**src/rtl/sw_slave_front.sv**
```systemverilog
`timescale 1ns/1ps
module sw_slave_front #(
  parameter int CLK_DIV     = 100,
  parameter int RST_STD_US  = 120,
  parameter int RST_OD_US   = 16,
  parameter int PRES_STD_US = 60,
  parameter int PRES_OD_US  = 8,
  parameter int SAMP_STD_US = 15,
  parameter int SAMP_OD_US  = 2,
  parameter int HOLD_STD_US = 30,
  parameter int HOLD_OD_US  = 4
) (
  input  logic       clk,
  input  logic       rst_n,
  input  logic       bus_in,
  output logic       bus_pull,
  input  logic       od_set,
  output logic       od_mode,
  output logic [1:0] phase,
  output logic       bus_rst,
  output logic       rx_valid,
  output logic       rx_bit,
  output logic       byte_valid,
  output logic [7:0] rx_byte,
  input  logic       reply_en,
  input  logic       reply_bit
);
  localparam int DW      = $clog2(CLK_DIV);
  localparam int LW      = $clog2(RST_STD_US + 1);
  localparam int END_STD = (SAMP_STD_US > HOLD_STD_US) ? SAMP_STD_US : HOLD_STD_US;
  localparam int END_OD  = (SAMP_OD_US > HOLD_OD_US) ? SAMP_OD_US : HOLD_OD_US;
  localparam int TMAX    = (PRES_STD_US > END_STD) ? PRES_STD_US : END_STD;
  localparam int TW      = $clog2(TMAX + 1);

  localparam logic [1:0] P_INIT = 2'd0;
  localparam logic [1:0] P_ROM  = 2'd1;
  localparam logic [1:0] P_DATA = 2'd3;

  typedef enum logic [1:0] {S_IDLE, S_WAITHI, S_PRES, S_SLOT} st_t;
  st_t st;

  logic s1, s2, s3;
  always_ff @(posedge clk or negedge rst_n)
    if (!rst_n) {s1, s2, s3} <= 3'b111;
    else begin
      s1 <= bus_in;
      s2 <= s1;
      s3 <= s2;
    end

  wire fall  = s3 & ~s2;
  wire rise  = ~s3 & s2;
  wire trans = s3 ^ s2;

  logic [DW-1:0] div;
  wire tick = (div == DW'(CLK_DIV - 1)) & ~trans;
  always_ff @(posedge clk or negedge rst_n)
    if (!rst_n) div <= '0;
    else if (trans || div == DW'(CLK_DIV - 1)) div <= '0;
    else div <= div + 1'b1;

  logic [LW-1:0] low_us;
  always_ff @(posedge clk or negedge rst_n)
    if (!rst_n) low_us <= '0;
    else if (s2 || st == S_PRES) low_us <= '0;
    else if (tick && low_us != LW'(RST_STD_US)) low_us <= low_us + 1'b1;

  wire [LW-1:0] thr_lim = od_mode ? LW'(RST_OD_US - 1) : LW'(RST_STD_US - 1);
  wire low_run = tick & ~s2 & (st != S_PRES);
  wire hit_std = low_run & (low_us == LW'(RST_STD_US - 1));
  wire rst_hit = hit_std | (low_run & (low_us == thr_lim));

  always_ff @(posedge clk or negedge rst_n)
    if (!rst_n) od_mode <= 1'b0;
    else if (hit_std) od_mode <= 1'b0;
    else if (od_set) od_mode <= 1'b1;

  wire [TW-1:0] pres_lim = od_mode ? TW'(PRES_OD_US - 1) : TW'(PRES_STD_US - 1);
  wire [TW-1:0] samp_lim = od_mode ? TW'(SAMP_OD_US - 1) : TW'(SAMP_STD_US - 1);
  wire [TW-1:0] end_lim  = od_mode ? TW'(END_OD - 1)     : TW'(END_STD - 1);
  wire [TW-1:0] hold_len = od_mode ? TW'(HOLD_OD_US)     : TW'(HOLD_STD_US);

  logic [TW-1:0] tmr;
  logic          drv_zero;
  logic [2:0]    bcnt;
  logic [7:0]    sh;
  wire  [7:0]    sh_nxt = {s2, sh[7:1]};

  always_ff @(posedge clk or negedge rst_n)
    if (!rst_n) begin
      st         <= S_IDLE;
      phase      <= P_INIT;
      tmr        <= '0;
      drv_zero   <= 1'b0;
      bcnt       <= '0;
      sh         <= '0;
      bus_rst    <= 1'b0;
      rx_valid   <= 1'b0;
      rx_bit     <= 1'b0;
      byte_valid <= 1'b0;
      rx_byte    <= '0;
    end else begin
      rx_valid   <= 1'b0;
      byte_valid <= 1'b0;
      bus_rst    <= rst_hit;
      if (rst_hit) begin
        st       <= S_WAITHI;
        phase    <= P_INIT;
        bcnt     <= '0;
        drv_zero <= 1'b0;
      end else begin
        case (st)
          S_IDLE:
            if (fall && phase != P_INIT) begin
              st       <= S_SLOT;
              tmr      <= '0;
              drv_zero <= reply_en & ~reply_bit & (phase == P_DATA);
            end
          S_WAITHI:
            if (rise) begin
              st  <= S_PRES;
              tmr <= '0;
            end
          S_PRES:
            if (tick) begin
              if (tmr == pres_lim) begin
                st    <= S_IDLE;
                phase <= P_ROM;
              end else tmr <= tmr + 1'b1;
            end
          S_SLOT:
            if (tick) begin
              tmr <= tmr + 1'b1;
              if (tmr == samp_lim) begin
                rx_valid <= 1'b1;
                rx_bit   <= s2;
                sh       <= sh_nxt;
                bcnt     <= bcnt + 3'd1;
                if (bcnt == 3'd7) begin
                  byte_valid <= 1'b1;
                  rx_byte    <= sh_nxt;
                  if (phase != P_DATA) phase <= phase + 2'd1;
                end
              end
              if (tmr == end_lim) begin
                st       <= S_IDLE;
                drv_zero <= 1'b0;
              end
            end
          default: st <= S_IDLE;
        endcase
      end
    end

  assign bus_pull = (st == S_PRES) | ((st == S_SLOT) & drv_zero & (tmr < hold_len));


  phase_step_chk: assert property (@(posedge clk) disable iff (!rst_n)
    (phase != $past(phase)) |-> (phase == 2'($past(phase) + 2'd1) || phase == P_INIT));

  reply_scope_chk: assert property (@(posedge clk) disable iff (!rst_n)
    (bus_pull && st == S_SLOT) |-> phase == P_DATA);

  od_clear_chk: assert property (@(posedge clk) disable iff (!rst_n)
    $fell(od_mode) |-> bus_rst);

  byte_with_bit_chk: assert property (@(posedge clk) disable iff (!rst_n)
    byte_valid |-> rx_valid);

  rst_to_init_chk: assert property (@(posedge clk) disable iff (!rst_n)
    bus_rst |-> (phase == P_INIT && !bus_pull));

  init_quiet_chk: assert property (@(posedge clk) disable iff (!rst_n)
    (phase == P_INIT) |-> !rx_valid);
endmodule

```
**config.mk**
```make
export PLATFORM = sky130hd
export DESIGN_NAME = sw_slave_front
export DESIGN_NICKNAME = d
export VERILOG_FILES = /design/src/rtl/sw_slave_front.sv
export SDC_FILE = /design/constraint.sdc
export NUM_CORES = 1
export LEC_CHECK = 0
export ABC_AREA = 1
export BUFFER_PORTS_ARGS = -buffer_cell sky130_fd_sc_hd__clkbuf_2
export CAP_MARGIN = 20
export CORE_UTILIZATION = 45
export DETAILED_ROUTE_END_ITERATION = 10
export SLEW_MARGIN = 20
export SYNTH_ARGS = -nofsm -noshare
export SYNTH_HDL_FRONTEND = slang
export SYNTH_SLANG_ARGS = --single-unit
export TNS_END_PERCENT = 5
```
**constraint.sdc**
```tcl
create_clock -name clk -period 3 [get_ports clk]
set_clock_uncertainty 0.2 [all_clocks]
set_input_delay 0.6 -clock clk [delete_from_list [all_inputs] [get_ports clk]]
set_output_delay 0.6 -clock clk [all_outputs]
set_load 0.02 [all_outputs]
```
Word level (Yosys, flattened, before mapping)
Index checks and enable logic that the tools add are counted.
- flip-flop bits (word level): 52
- word-level logic and storage cells: 140
- add/sub/neg operators: 5
- magnitude comparators: 1
- eq/ne operators: 28
- multiplexer cells: 50
- bitwise logic cells: 19
- reduce and logical (&&, ||, !) cells: 20
- operators by type and width (cell ; count):
    6-bit 2-to-1 mux ; 6
    2-bit 2-to-1 mux ; 14
    7-bit 2-to-1 mux ; 4
    3-bit inequality test, second input constant ; 9
    6-bit one-hot mux with 4 select lines ; 1
    1-bit 2-to-1 mux ; 15
    7-bit by 1-bit adder with 7-bit output, second input constant ; 2
    7-bit equality test, second input constant ; 2
    2-bit inequality test, second input constant ; 7
    3-bit 2-to-1 mux ; 4
    6-bit AND reduction ; 2
    2-bit nonzero test ; 6
    1-bit AND ; 11
    5-bit 2-to-1 mux ; 2
    2-bit one-hot mux with 4 select lines ; 1
    4-bit AND reduction ; 2
    7-bit equality test ; 1
    7-bit inequality test, second input constant ; 1
    7-bit AND reduction ; 1
    6-bit by 1-bit adder with 6-bit output, second input constant ; 1
    2-bit equality test, second input constant ; 3
    6-bit by 4-bit equality test with 1-bit output ; 1
    6-bit by 5-bit equality test with 1-bit output ; 1
    6-bit equality test ; 1
    17 further kinds ; 25

Longest topological paths before layout
- depth in word-level cells: 9
- gate-level depth with buffers: 12
- mapped depth without buffers: 12

Least setup slack after synthesis
No wires, ideal clock.
- path kind: flip-flop to output port
- start point: register od_mode
- end point: output bus_pull
- arrival time: 1649 ps
- data required time: 2200 ps
- setup slack: 551 ps
- cell stages (with the launch flop): 7
- path through: dfrtp_1 > ha_1 > inv_1 > nor3_1 > nor2_1 > o2111ai_1 > o21ai_0
- word-level cells in the longest chain between the ends: 4
- ends and longest elaborated chain (item ; RTL line ; text):
    start, declared ; 18 ; output logic od_mode,
    start signal, assigned ; 74 ; if (!rst_n) od_mode <= 1'b0;
    start signal, assigned ; 75 ; else if (hit_std) od_mode <= 1'b0;
    start signal, assigned ; 76 ; else if (od_set) od_mode <= 1'b1;
    5-bit 2-to-1 mux ; 81 ; wire [TW-1:0] hold_len = od_mode ? TW'(HOLD_OD_US) : TW'(HOLD_STD_US);
    6-bit by 5-bit less-than comparator with 1-bit output ; 155 ; assign bus_pull = (st == S_PRES) | ((st == S_SLOT) & drv_zero & (tmr < hold_len));
    1-bit AND ; 155 ;
    1-bit OR ; 155 ;
    end, declared ; 16 ; output logic bus_pull,
Every way passes these cells.

Worst setup path after layout
Same ends and word-level chain as after synthesis.

==> out/qor.yml <==
outcome:
  outcome: "finished with violations"
  violations: "hold timing"
floorplanning:
  core-area_um2: 5960
  die_w_um: 80.6
  start_util_pct: 46.7
  boundaryPins: 22
  fp.dieH_um: 80.6
  rows: 28
  dieArea_um2: 6490
logic_synthesis:
  synth.cell_area_um2: 2780
  syn_inst: 318
  seq_area_frac_synth_pct: 45.2
  yosys_warnings: 0
  yosys.area.top_type_share_pct: 42.3
  avgSynthCellArea_um2: 8.74
  synth-async-reset-ratio_pct: 100
  ys_types: 39
  synth-seq-cells: 50
  synth_area_leader_cell: "dfrtp_1"
  syn-num-nets: 337
  synth_ff_type: "dfrtp_1"
  synth_area_leaders: "dfrtp_1 42%, nand2_1 10%, o21ai_2 6.3%, ha_1 5.9%, inv_1 5.5%"
  synth-edff-count: 0
hold_path:
  hp-class: "in -> async"
timing:
  final-max-slew-violation-count: 0
  setup_viol: 0
  post-route-min-period_ns: 2.68
  grt_setup_unrepaired: "no"
  max_freq_mhz: 373
  tightest_slew_ns: 0.456
  hold_slack_ns: -0.0101
  finalCritPeriodShare_pct: 89.3
  slew_headroom_pct: 69.6
  finalHoldViolations: 13
  setup_tns_ns: 0
critical_path:
  critical_path.max_fanout: 8
  cp_cell_sequence: "ha_1 > inv_1 > nor3_1 > nor2_1 > o2111ai_1 > o21ai_0 > clkbuf_2"
  cp-end-kind: "primary output"
  start_kind: "flop"
  crit_type: "reg -> out"
  required_ns: 2.20
  cp_slowest_stage_delay_ns: 0.50
  cp.arrival_ns: 1.88
  crit_family: "flip-flops"
  path_buf_inv: 2
  critPathSlowestCell: "dfrtp_1"
clocking:
  htree_levels: 2
  cts.sinks: 50
  cts_made_buffers: 5
  clk_latency_ns: 0.30
  clk_pin_slew_ns: 0.10
  postCtsSetupRepairBufs: 0
  cts-root-buf: "clkbuf_8"
  cts_buffer_depth: 2
  cts_tree: "done"
  hold_buffers: 0
  postCtsResizedCells: 0
global_routing:
  antenna_found_initial: 0
  grt_overflow: 0
  grt_usage_pct: 17.8
  grt_max_degree: 37
  grt_pass1_wl_mm: 8.85
  grt_pass1_vias: 1940
route:
  wl_per_cell_um: 12.0
  drc_errors: 0
  vias: 2055
  ant_nets: 0
  routed_wl_mm: 5.01
  first_pass_iters: 4
  drt_iter0_markers: 84
  via_per_inst: 4.94
power:
  p_per_area_nw_per_um2: 400
  p_leak_nw: 1.52
  max-vdd-ir-drop_mv: 0.220
finish:
  seq_area_um2: 1250
  antenna_cells: 0
  final_cell_area_um2: 3020
  n_fill_cell: 587
  layout.nets: 359
  multi_input_area_um2: 1270
  area_growth_pct: 8.78
  drive_gt1_share_pct: 24.0
placement:
  port_buffers: 21
  gp_congestion: 0.844
  dp.final_hpwl_mm: 3.67
  place_area_um2: 2910
job:
  maxCapViolCount: 0
## layout make-up
type	count	share of cell area (%)
multi-input cells	214	42.2
flip-flops and latches	50	41.5
inverters	47	5.84
repair buffers	22	3.73
well taps	75	3.10
clock buffers	6	2.40
clock inverters	2	1.24
## registers in the layout, indices dropped and copies added (netlist names), 2 cells and up
signal	flops
bcnt	3
div	7
low_us	7
phase	2
rx_byte	8
sh	6
st	2
tmr	6
## power by group
part	total, W	switching, W	internal, W
Sequential	0.000689	0.00000597	0.000683
Clock	0.000478	0.000229	0.000249
Combinational	0.0000428	0.0000311	0.0000117
Total	0.00121	0.000266	0.000944
## worst reg2reg max path: cells and delay by family, from the launching register on
family	cells	cell delay, ns
fa+ha+maj	1	0.36
flops	1	0.55
buf+inv	2	0.26
simple gates	6	0.90
## kinds of logic after synthesis
kind of cell               synth area share [%]
and+or+nand+nor                            27.1
xor gates and xnor gates                   1.89
DFF                                        45.2
adders and majority gates                  5.85
AOI/OAI and AO/OA                          11.0
buffers and inverters                      8.96
## worst paths after layout
kind                            startpoint         to  slack, ns  cells past startpoint
worst max-delay path               od_mode   bus_pull       0.32                      7
worst max register to register          s2    bcnt[2]       0.62                      9
max in group asynchronous            rst_n         s2       1.79                      2
worst min register to register          s1         s2       0.16                      0
min in group clk                        s1         s2       0.16                      0
worst min-delay path                 rst_n  low_us[5]      -0.01                      1
## Yosys cell counts, types with 2 or more instances
master / number
a21oi_1: 5
buf_4: 2
buf_6: 3
dfrtp_1: 47
dfstp_2: 3
ha_1: 13
inv_1: 41
inv_2: 6
nand2_1: 75
nand2_2: 9
nand2_4: 2
nand3_1: 16
nand3b_1: 2
nand4_1: 7
nor2_1: 18
nor2_2: 4
nor2_4: 2
nor3_1: 9
nor3b_1: 2
o2111ai_1: 2
o21ai_0: 6
o21ai_1: 2
o21ai_2: 20
or2_2: 3
xor2_1: 5
## routing by layer
layer | vias to the layer above | track usage, % | part of all wire, %
met1 | 951 | 24.9 | 53
met5 | - | 0 | 0
met3 | 6 | 3.98 | 3.6
li1 | 1069 | - | -
met2 | 29 | 27.5 | 42
met4 | 0 | 5.36 | 0.94
## cell usage in the layout, fill, tap and decap left out, types with 2 or more instances in the layout
cell type   n
o2111ai_1   2
clkbuf_2   21
nand2_4     2
xor2_1      5
nand4_1     7
ha_1       13
o21ai_2    20
nor2_1     18
nand2_2     9
nand3_1    16
o21ai_0     6
dfrtp_1    47
inv_2       6
nor2_4      2
nor3_1      9
clkbuf_8    5
o21ai_1     2
nor3b_1     2
dfstp_2     3
a21oi_1     5
nand3b_1    2
or2_2       3
nor2_2      4
inv_1      41
nand2_1    75
## metrics by stage
| step | cells | hold slack, ns | setup WS (ns) | total power [W] | utilization, % |
|---|---|---|---|---|---|
| 2_1_floorplan | 318 | 0.104 | 0.551 | 0.000722 | - |
| 3_3_place_gp | 408 | 0.148 | 0.674 | 0.000747 | 48.9 |
| 3_5_place_dp | 408 | 0.149 | 0.620 | 0.000748 | 48.9 |
| 4_1_cts | 416 | 0.00189 | 0.321 | 0.00123 | 50.8 |
| 5_1_grt | 416 | 0.0222 | 0.109 | 0.00126 | 50.8 |
| 6_report | 416 | -0.0101 | 0.320 | 0.00121 | 50.8 |
(Power assumes the default switching activity.)
